$ cat config.mk
export PLATFORM = sky130hd
export DESIGN_NAME = btn_autorepeat
export DESIGN_NICKNAME = d
export VERILOG_FILES = /design/src/rtl/btnrep_pkg.sv /design/src/rtl/btn_hold_counter.sv /design/src/rtl/btn_repeat_decode.sv /design/src/rtl/btn_autorepeat.sv
export SDC_FILE = /design/constraint.sdc
export NUM_CORES = 1
export LEC_CHECK = 0
export BUFFER_PORTS_ARGS = -buffer_cell sky130_fd_sc_hd__clkbuf_2
export CORE_MARGIN = 4
export CORE_UTILIZATION = 60
export CTS_BUF_LIST = sky130_fd_sc_hd__clkbuf_16
export DETAILED_ROUTE_END_ITERATION = 16
export PLACE_DENSITY = 0.78
export SLEW_MARGIN = 20
export SYNTH_ARGS = -nofsm -noshare
export SYNTH_HDL_FRONTEND = slang
export SYNTH_SLANG_ARGS = --single-unit
$ cat constraint.sdc
create_clock -name clk -period 2.7 [get_ports clk]
set_input_delay 0.135 -clock clk [delete_from_list [all_inputs] [get_ports clk]]
set_output_delay 0.135 -clock clk [all_outputs]
set_load 0.01 [all_outputs]
$ cat src/rtl/btnrep_pkg.sv
package btnrep_pkg;

   localparam int unsigned DEF_CNT_W      = 16;
   localparam int unsigned DEF_NUM_STAGES = 3;

   typedef enum logic [1:0] {
      HOLD_IDLE  = 2'd0,
      HOLD_COUNT = 2'd1,
      HOLD_SAT   = 2'd2
   } hold_phase_e;

endpackage

$ cat src/rtl/btn_hold_counter.sv
module btn_hold_counter
   import btnrep_pkg::*;
#(
   parameter int unsigned CNT_W = DEF_CNT_W
) (
   input  logic             clk,
   input  logic             rst_n,
   input  logic             tick_i,
   input  logic             btn_n_i,
   output logic [CNT_W-1:0] cnt_q,
   output logic [CNT_W-1:0] cnt_d
);

   localparam logic [CNT_W-1:0] CNT_TOP  = '1;
   localparam logic [CNT_W-1:0] CNT_BACK = CNT_TOP - CNT_W'(1);

   if (CNT_W < 2) begin : g_bad_width
      $error("btn_hold_counter: CNT_W must be at least 2");
   end

   hold_phase_e phase;

   always_comb begin
      if (btn_n_i)               phase = HOLD_IDLE;
      else if (cnt_q == CNT_TOP) phase = HOLD_SAT;
      else                       phase = HOLD_COUNT;
   end

   always_comb begin
      unique case (phase)
         HOLD_IDLE:  cnt_d = '0;
         HOLD_SAT:   cnt_d = CNT_BACK;
         HOLD_COUNT: cnt_d = cnt_q + CNT_W'(1);
         default:    cnt_d = '0;
      endcase
   end

   always_ff @(posedge clk or negedge rst_n) begin
      if (!rst_n)      cnt_q <= '0;
      else if (tick_i) cnt_q <= cnt_d;
   end

   // a released sample empties the counter
   p_cnt_clear_r3: assert property (@(posedge clk) disable iff (!rst_n)
      (tick_i && btn_n_i) |=> (cnt_q == '0));

   // a held button never lets the count fall back to zero
   p_cnt_nowrap_r9: assert property (@(posedge clk) disable iff (!rst_n)
      (tick_i && !btn_n_i && cnt_q != '0) |=> (cnt_q != '0));

   // without a tick the count is frozen
   p_cnt_hold_r2: assert property (@(posedge clk) disable iff (!rst_n)
      (!tick_i) |=> $stable(cnt_q));

endmodule

$ cat src/rtl/btn_repeat_decode.sv
module btn_repeat_decode
   import btnrep_pkg::*;
#(
   parameter int unsigned CNT_W      = DEF_CNT_W,
   parameter int unsigned NUM_STAGES = DEF_NUM_STAGES,
   parameter int unsigned STAGE_START [NUM_STAGES] = '{32, 128, 256},
   parameter int unsigned STAGE_LOG2  [NUM_STAGES] = '{3, 2, 1}
) (
   input  logic [CNT_W-1:0] cnt_i,
   output logic             fire_o
);

   logic [NUM_STAGES:0] hit;

   assign hit[0] = (cnt_i == CNT_W'(1));

   for (genvar s = 0; s < NUM_STAGES; s++) begin : g_stage
      localparam logic [CNT_W-1:0] TH = CNT_W'(STAGE_START[s]);
      localparam int unsigned      LG = STAGE_LOG2[s];

      if (LG < 1 || LG >= CNT_W) begin : g_bad_log
         $error("btn_repeat_decode: stage period exponent out of range");
      end
      if (STAGE_START[s] < 2) begin : g_bad_start
         $error("btn_repeat_decode: stage start must exceed the first-press count");
      end
      if (s > 0) begin : g_order
         if (STAGE_START[s] <= STAGE_START[s-1]) begin : g_bad_order
            $error("btn_repeat_decode: stage starts must ascend");
         end
         if (STAGE_LOG2[s] >= STAGE_LOG2[s-1]) begin : g_bad_rate
            $error("btn_repeat_decode: stage periods must shrink");
         end
      end

      assign hit[s+1] = (cnt_i >= TH) && (cnt_i[LG-1:0] == '0);
   end

   assign fire_o = |hit;

endmodule

$ cat src/rtl/btn_autorepeat.sv
module btn_autorepeat
   import btnrep_pkg::*;
#(
   parameter int unsigned CNT_W      = DEF_CNT_W,
   parameter int unsigned NUM_STAGES = DEF_NUM_STAGES,
   parameter int unsigned STAGE_START [NUM_STAGES] = '{32, 128, 256},
   parameter int unsigned STAGE_LOG2  [NUM_STAGES] = '{3, 2, 1}
) (
   input  logic clk,
   input  logic rst_n,
   input  logic tick_i,
   input  logic btn_n_i,
   output logic press_o
);

   localparam longint unsigned TOP_VAL   = (64'd1 << CNT_W) - 64'd1;
   localparam longint unsigned LAST_START = 64'(STAGE_START[NUM_STAGES-1]);
   localparam logic [CNT_W-1:0] FIRST_TH  = CNT_W'(STAGE_START[0]);
   localparam logic [CNT_W-1:0] SECOND_TH = (NUM_STAGES > 1) ? CNT_W'(STAGE_START[1]) : '1;
   localparam int unsigned      FIRST_LG  = STAGE_LOG2[0];

   if (NUM_STAGES < 1) begin : g_bad_stages
      $error("btn_autorepeat: at least one repeat stage is needed");
   end
   if (CNT_W >= 63) begin : g_bad_wide
      $error("btn_autorepeat: CNT_W too large");
   end
   if (TOP_VAL <= LAST_START + 64'd1) begin : g_bad_room
      $error("btn_autorepeat: counter too narrow for the last stage");
   end

   logic [CNT_W-1:0] cnt_q;
   logic [CNT_W-1:0] cnt_d;
   logic             fire;
   logic             press_q;

   btn_hold_counter #(
      .CNT_W (CNT_W)
   ) u_cnt (
      .clk     (clk),
      .rst_n   (rst_n),
      .tick_i  (tick_i),
      .btn_n_i (btn_n_i),
      .cnt_q   (cnt_q),
      .cnt_d   (cnt_d)
   );

   btn_repeat_decode #(
      .CNT_W       (CNT_W),
      .NUM_STAGES  (NUM_STAGES),
      .STAGE_START (STAGE_START),
      .STAGE_LOG2  (STAGE_LOG2)
   ) u_dec (
      .cnt_i  (cnt_d),
      .fire_o (fire)
   );

   always_ff @(posedge clk or negedge rst_n) begin
      if (!rst_n)      press_q <= 1'b0;
      else if (tick_i) press_q <= fire;
   end

   assign press_o = press_q;

   // the first low sample gives an event right away
   p_first_press_r4: assert property (@(posedge clk) disable iff (!rst_n)
      (tick_i && !btn_n_i && cnt_q == '0) |=> press_q);

   // no event in the dead zone before the first repeat stage
   p_quiet_r5: assert property (@(posedge clk) disable iff (!rst_n)
      (cnt_q > CNT_W'(1) && cnt_q < FIRST_TH) |-> !press_q);

   // the slowest stage fires only on its period boundary
   p_slow_rate_r6: assert property (@(posedge clk) disable iff (!rst_n)
      (press_q && cnt_q > CNT_W'(1) && cnt_q < SECOND_TH) |-> (cnt_q[FIRST_LG-1:0] == '0));

   // every repeat falls on an even count
   p_even_r8: assert property (@(posedge clk) disable iff (!rst_n)
      (press_q && cnt_q > CNT_W'(1)) |-> !cnt_q[0]);

   // a released count never carries an event
   p_release_r3: assert property (@(posedge clk) disable iff (!rst_n)
      (cnt_q == '0) |-> !press_q);

   // the event only moves on a tick
   p_press_hold_r10: assert property (@(posedge clk) disable iff (!rst_n)
      (!tick_i) |=> $stable(press_q));

endmodule

==> results.yml, run 1 <==
clock_network:
  clk_latency_ps: 250
  cts.sink_count: 17
  htree_levels: 1
  cts_made_buffers: 3
  ctsRootBufferMaster: "clkbuf_16"
  cts_buffer_depth: 2
  cts-resized-gates: 0
  cts_tree: "built"
  clk_pin_slew_ps: 50
flow_run:
  cap_violations: 0
sta:
  fin_tns_setup_ps: 0
  hold_viol: 0
  max_freq_mhz: 395
  layout_min_cycle_time_ps: 2530
  setup_ws_ps: 170
  slew_headroom_pct: 62.9
  timing.final.max_slew_violations: 0
  fin_skew_ps: 2.66
  fin_hold_ws_ps: 342
  grt_setup_unrepaired: "no"
  fin_crit_sh_pct: 93.7
  worst_pin_slew_ps: 552
  setup_viol: 0
drt:
  drt_first_pass_iters: 4
  routed_via_density: 6.74
  wl_per_cell_um: 17.4
  drt_wl_total_um: 3190
  antenna_left: 0
  vias: 1233
  drc: 0
  first_iter_violations: 94
global_routing:
  gr-total-overflow: 0
  grt_pass1_wl_um: 5170
  grt_max_degree: 25
  grt_pass1_vias: 1099
  antenna_found_initial: 0
  grtUsageTotal_pct: 24.8
final_layout:
  register_area_um2: 425
  diodes: 0
  area_delta_synth_final_pct: 9.41
  layout-drive-gt1-share_pct: 12.2
  multi_input_area_um2: 761
  final_nets: 162
  nFillCells: 142
floorplanning:
  initial_utilization_pct: 63.7
  core_area_um2: 1980
  core.rowCount: 16
  pin_count: 5
  die_y_um: 53.9
  die_x_um: 53.9
  dieArea_um2: 2900
worst_setup_path:
  critPathBufInv: 0
  path_depth: 7
  crit_fanout: 8
  path_class: "reg -> reg"
  cp_slowest_cell: "or4_1"
  worstPathCellList: "ha_1, nand4_1, or4_1, mux2_4, a2111oi_4, a211oi_1, a211o_1"
  cp.arrival_ps: 2660
  setup.worst_path.end_class: "register"
  rr_worst_depth: 7
  critPathMaxStageDelay_ps: 560
  cpLargestDelayFamily: "simple AND/OR/NAND/NOR gates"
  cp.required_ps: 2830
  critPathLaunchType: "register"
hold_path:
  hold_path_depth: 2
  worstHoldPathType: "in -> reg"
synth:
  ys_types: 44
  seq_area_frac_synth_pct: 33.7
  yosysWarnings: 0
  yosys_register_bits: 17
  syn-cell-area_um2: 1260
  synth_nets: 159
  synthFlopType: "dfrtp_1"
  syn_inst: 154
  postSynth.asyncResetShare_pct: 100
  synth-edff-count: 0
  synth_area_per_cell_um2: 8.20
status:
  outcome: "finished, final reports clean"
placement:
  dp_hpwl_um: 2230
  place.gp.congestion: 0.862
  numPortBuffers: 4
  pre_cts_slack_ps: 214
power:
  vdd_drop_max_mv: 0.471
  power_density_nw_per_um2: 462
  cellLeakagePower_nw: 0.593
  p_total_uw: 638
-- cells in the final DEF, fill, tap and decap left out, types with 6 or more instances in the layout --
cell / n
o21ai_0: 8
nor2_1: 13
nand2_1: 13
a21oi_1: 12
dfrtp_1: 17
nand4_1: 7
a31oi_1: 6
nor3_1: 7
inv_1: 9
-- final cells by class --
class / count / share of cell area (%)
Timing Repair Buffer: 8 / 3.80
Tap cell: 27 / 2.45
Sequential cell: 17 / 30.8
Clock buffer: 3 / 5.43
Clock inverter: 1 / 0.272
Multi-Input combinational cell: 119 / 55.1
Inverter: 8 / 2.17
-- power breakdown --
part           internal [mW]  switching [mW]
Clock                  0.197          0.0969
Sequential             0.264          0.0105
Combinational         0.0277          0.0424
Total                  0.488           0.150
-- cells in the mapped netlist (2+ instances only) --
master    instances  area share, %
a211oi_1          2            1.2
a21o_1            3            1.8
a21oi_1          12            4.8
a22oi_1           2            1.2
a31o_2            4            2.8
a31oi_1           6            3.0
a41o_1            2            1.6
buf_2             4            1.6
clkbuf_1          5            1.5
dfrtp_1          17             34
inv_1             8            2.4
mux2i_1           2            1.6
nand2_1          13            3.9
nand2b_1          2           0.99
nand3_1           4            1.6
nand4_1           7            3.5
nor2_1           13            3.9
nor3_1            7            2.8
nor4_1            2           0.99
o21ai_0           8            3.2
o22ai_1           3            1.5
or3_1             3            1.5
or4_1             2            1.2
xnor2_1           2            1.4
xor2_1            2            1.4
-- worst reg2reg max path: stages (launching register included) --
cell,delay (ps)
dfrtp_1,420
ha_1,350
nand4_1,190
or4_1,560
mux2_4,340
a2111oi_4,210
a211oi_1,120
a211o_1,230
-- final timing paths --
path	start	slack [ps]	endpoint
max in group asynchronous	rst_n	2050	u_cnt.cnt_q[7]
worst max-delay path	u_cnt.cnt_q[1]	170	press_o
worst max register to register	u_cnt.cnt_q[1]	170	press_o
worst min register to register	u_cnt.cnt_q[8]	570	u_cnt.cnt_q[8]
min in group asynchronous	rst_n	350	u_cnt.cnt_q[14]
worst min-delay path	btn_n_i	340	u_cnt.cnt_q[1]
-- metal layers --
metal / vias to the layer above / GRT usage [%] / share of wire [%]
met5: - / 0 / 0
met4: 0 / 10.6 / 2.5
met1: 572 / 34.3 / 42
li1: 582 / - / -
met2: 69 / 38.3 / 48
met3: 10 / 3.88 / 8.3
-- cell families after synthesis --
group / count (synthesis) / synth area share [%]
fa+ha+maj: 1 / 0.991
simple gates: 59 / 24.9
buf+inv: 18 / 6.05
compound gates: 52 / 28.8
xor+xnor: 4 / 2.78
flops: 17 / 33.7
mux: 3 / 2.77
-- flip-flops by register name, indices dropped and copies added (netlist names) --
| name | count |
|---|---|
| u_cnt.cnt_q | 16 |
| press_o | 1 |
-- stage by stage --
| step | instance area [um^2] | std cells | utilization, % |
|---|---|---|---|
| 6_report | 1380 | 183 | 69.7 |
| 3_5_place_dp | 1290 | 178 | 65.2 |
| 4_1_cts | 1380 | 183 | 69.7 |
| 2_1_floorplan | 1260 | 154 | - |
| 3_3_place_gp | 1290 | 178 | 65.2 |
| 5_1_grt | 1380 | 183 | 69.7 |
-- timing repair --
action | in CTS | in global routing
endpoints found under the setup margin | 0 | 0
setup buffers | 0 | 0
hold buffers | 1 | 0
hold endpoints to repair | 17 | 0
Note: power is estimated with default switching activity, not from simulation.
==> run 2: changes to the inputs <==
--- a/config.mk
+++ b/config.mk
@@ -6,7 +6,6 @@
 export NUM_CORES = 1
 export LEC_CHECK = 0
 export BUFFER_PORTS_ARGS = -buffer_cell sky130_fd_sc_hd__clkbuf_2
-export CORE_MARGIN = 4
 export CORE_UTILIZATION = 60
 export CTS_BUF_LIST = sky130_fd_sc_hd__clkbuf_16
 export DETAILED_ROUTE_END_ITERATION = 16
@@ -14,4 +13,5 @@
 export SLEW_MARGIN = 20
 export SYNTH_ARGS = -nofsm -noshare
 export SYNTH_HDL_FRONTEND = slang
+export SYNTH_HIERARCHICAL = 1
 export SYNTH_SLANG_ARGS = --single-unit
==> constraint.sdc (replaced) <==
create_clock -name clk -period 2.7 [get_ports clk]
set_input_delay 0.27 -clock clk [delete_from_list [all_inputs] [get_ports clk]]
set_output_delay 0.27 -clock clk [all_outputs]
set_load 0.01 [all_outputs]
==> results.yml, run 2 <==
synth:
  synth-compound-area-share_pct: 28.2
  yosysMostFrequentCell: "a21oi_1"
  syn_inst: 149
  synth_mux_area_share_pct: 2.77
  postSynth.asyncResetShare_pct: 100
  yosysTopAreaCellShare_pct: 32.4
  ys_types: 49
  synth_top_family_by_area: "compound AO/OA/AOI/OAI gates"
  synth-simple-area-share_pct: 21.9
  synthFlopType: "dfrtp_1"
  yosysWarnings: 6
  seq_area_frac_synth_pct: 32.4
  yosysTopAreaCell: "dfrtp_1"
  synth_nets: 154
  netlist_top_cells_count: "a21oi_1 (18), dfrtp_1 (17), xnor2_1 (8)"
  synth_xor_area_share_pct: 6.68
  synth-edff-count: 0
  synth_area_per_cell_um2: 8.80
  synth-adder-area-share_pct: 0.954
  syn-cell-area_um2: 1310
  synthTopCellsByArea: "dfrtp_1 (32%), a21oi_1 (6.9%), xnor2_1 (5.3%)"
  yosys_register_bits: 17
worst_setup_path:
  cp.arrival_ps: 2720
  path_class: "reg -> reg"
  cp.required_ps: 2840
  setup.worst_path.end_class: "register"
  critPathLaunchType: "register"
  crit_fanout: 15
sta:
  fin_crit_sh_pct: 95.9
  hold_viol: 0
  fin_hold_ws_ps: 494
  max_freq_mhz: 386
  layout_min_cycle_time_ps: 2590
  timing.final.max_slew_violations: 0
  fin_tns_setup_ps: 0
  setup_viol: 0
  fin_skew_ps: 1.58
  worst_pin_slew_ps: 515
  slew_headroom_pct: 65.4
final_layout:
  final_cells: 178
  nFillCells: 148
  post-route-util_pct: 71.7
  layout_common_cells: "a21oi_1 (18), dfrtp_1 (16), xnor2_1 (8)"
  area_delta_synth_final_pct: 9.45
  largest_reg_flops: 16
  layout-drive-gt1-share_pct: 19.2
  final_common_cell: "a21oi_1"
  top_register: "u_cnt/cnt_q"
  final_nets: 157
  diodes: 0
hold_path:
  worstHoldPathType: "in -> async"
drt:
  vias: 1268
  routed_via_density: 7.12
  first_iter_violations: 70
  drt_wl_total_um: 3270
  wl_per_cell_um: 18.3
  drt_first_pass_iters: 4
  drc: 0
  antenna_left: 0
power:
  vdd_drop_max_mv: 0.475
  power_density_nw_per_um2: 465
  cellLeakagePower_nw: 0.547
placement:
  numPortBuffers: 4
  dp_hpwl_um: 2180
  place.gp.congestion: 0.888
  post-place-cells: 173
global_routing:
  grt_pass1_vias: 1138
  grtUsageTotal_pct: 29.7
  grt_max_degree: 26
  gr-total-overflow: 0
  grt_pass1_wl_um: 5350
  antenna_found_initial: 0
clock_network:
  clk_latency_ps: 250
  htree_levels: 1
  post-cts-setup-buffers: 0
  cts_made_buffers: 3
  ctsRootBufferMaster: "clkbuf_16"
  cts_tree: "built"
  cts_buffer_depth: 2
  clk_pin_slew_ps: 50
  cts.sink_count: 17
floorplanning:
  dieArea_um2: 2380
  core.rowCount: 16
  die_x_um: 48.8
  pin_count: 5
  die_y_um: 48.8
  initial_utilization_pct: 65.5
  core_area_um2: 2000
flow_run:
  cap_violations: 0
status:
  outcome: "finished, final reports clean"
==> run 2: logic make-up (layout without fill, tap and decap cells) <==
logic type / count (synthesis) / count (layout)
and+or+nand+nor: 47 / 47
muxes: 3 / 3
DFF: 17 / 17
AOI/OAI and AO/OA: 54 / 54
xor gates and xnor gates: 10 / 10
buffers and inverters: 17 / 19
adders and majority gates: 1 / 1
==> run 2: final cells by class <==
type | instances | area (um^2) | area share [%]
multi-input combinational | 115 | 806 | 56.1
clock buffer | 3 | 75.1 | 5.23
inverter | 4 | 15.0 | 1.05
sequential | 17 | 427 | 29.7
clock inverter | 1 | 3.75 | 0.262
tap | 27 | 33.8 | 2.35
timing repair buffer | 11 | 75.1 | 5.23
==> run 2: timing repair <==
| item | in CTS | in global routing |
|---|---|---|
| hold endpoints to repair | 17 | 0 |
| endpoints found under the setup margin | 0 | 1 |
| hold buffers | 1 | 0 |
| gates resized for setup | 0 | 3 |
==> run 2: through the flow <==
stage          total power, mW  worst slack, ps  cell area (um^2)
2_1_floorplan            0.342              180              1310
3_3_place_gp             0.362              290              1330
3_5_place_dp             0.368              181              1330
4_1_cts                  0.672              165              1420
5_1_grt                  0.692            -7.36              1440
6_report                 0.668              112              1440
==> run 2: worst paths after layout <==
path                       cells after the start  slack (ps)             end           start
min reg2reg                                    1         520         press_o         press_o
max in group asynchronous                      2        1870  u_cnt/cnt_q[3]           rst_n
max                                            9         110         press_o  u_cnt/cnt_q[1]
min                                            2         490  u_cnt/cnt_q[6]           rst_n
max reg2reg                                    9         110         press_o  u_cnt/cnt_q[1]
min in group clk                               1         520         press_o         press_o
==> run 2: layer usage <==
layer,track usage [%],vias to the layer above,part of all wire [%]
met3,4.72,8,6.5
met1,39.8,627,42
met4,10.3,0,1.7
li1,-,577,-
met2,48.4,56,49
met5,0,-,0
==> run 2: critical path: stages (launching register included) <==
cell and delay [ps]:
dfrtp_1 400, ha_1 200, nand4_2 190, or4_1 580
buf_4 220, a21oi_1 220, o21ba_2 200, nor2_1 80
o311ai_1 100, mux2_4 270
==> run 2: power by group <==
group,total (mW),internal [mW],switching [mW]
combinational,0.0924,0.0392,0.0532
sequential,0.274,0.265,0.00941
clock,0.301,0.197,0.104
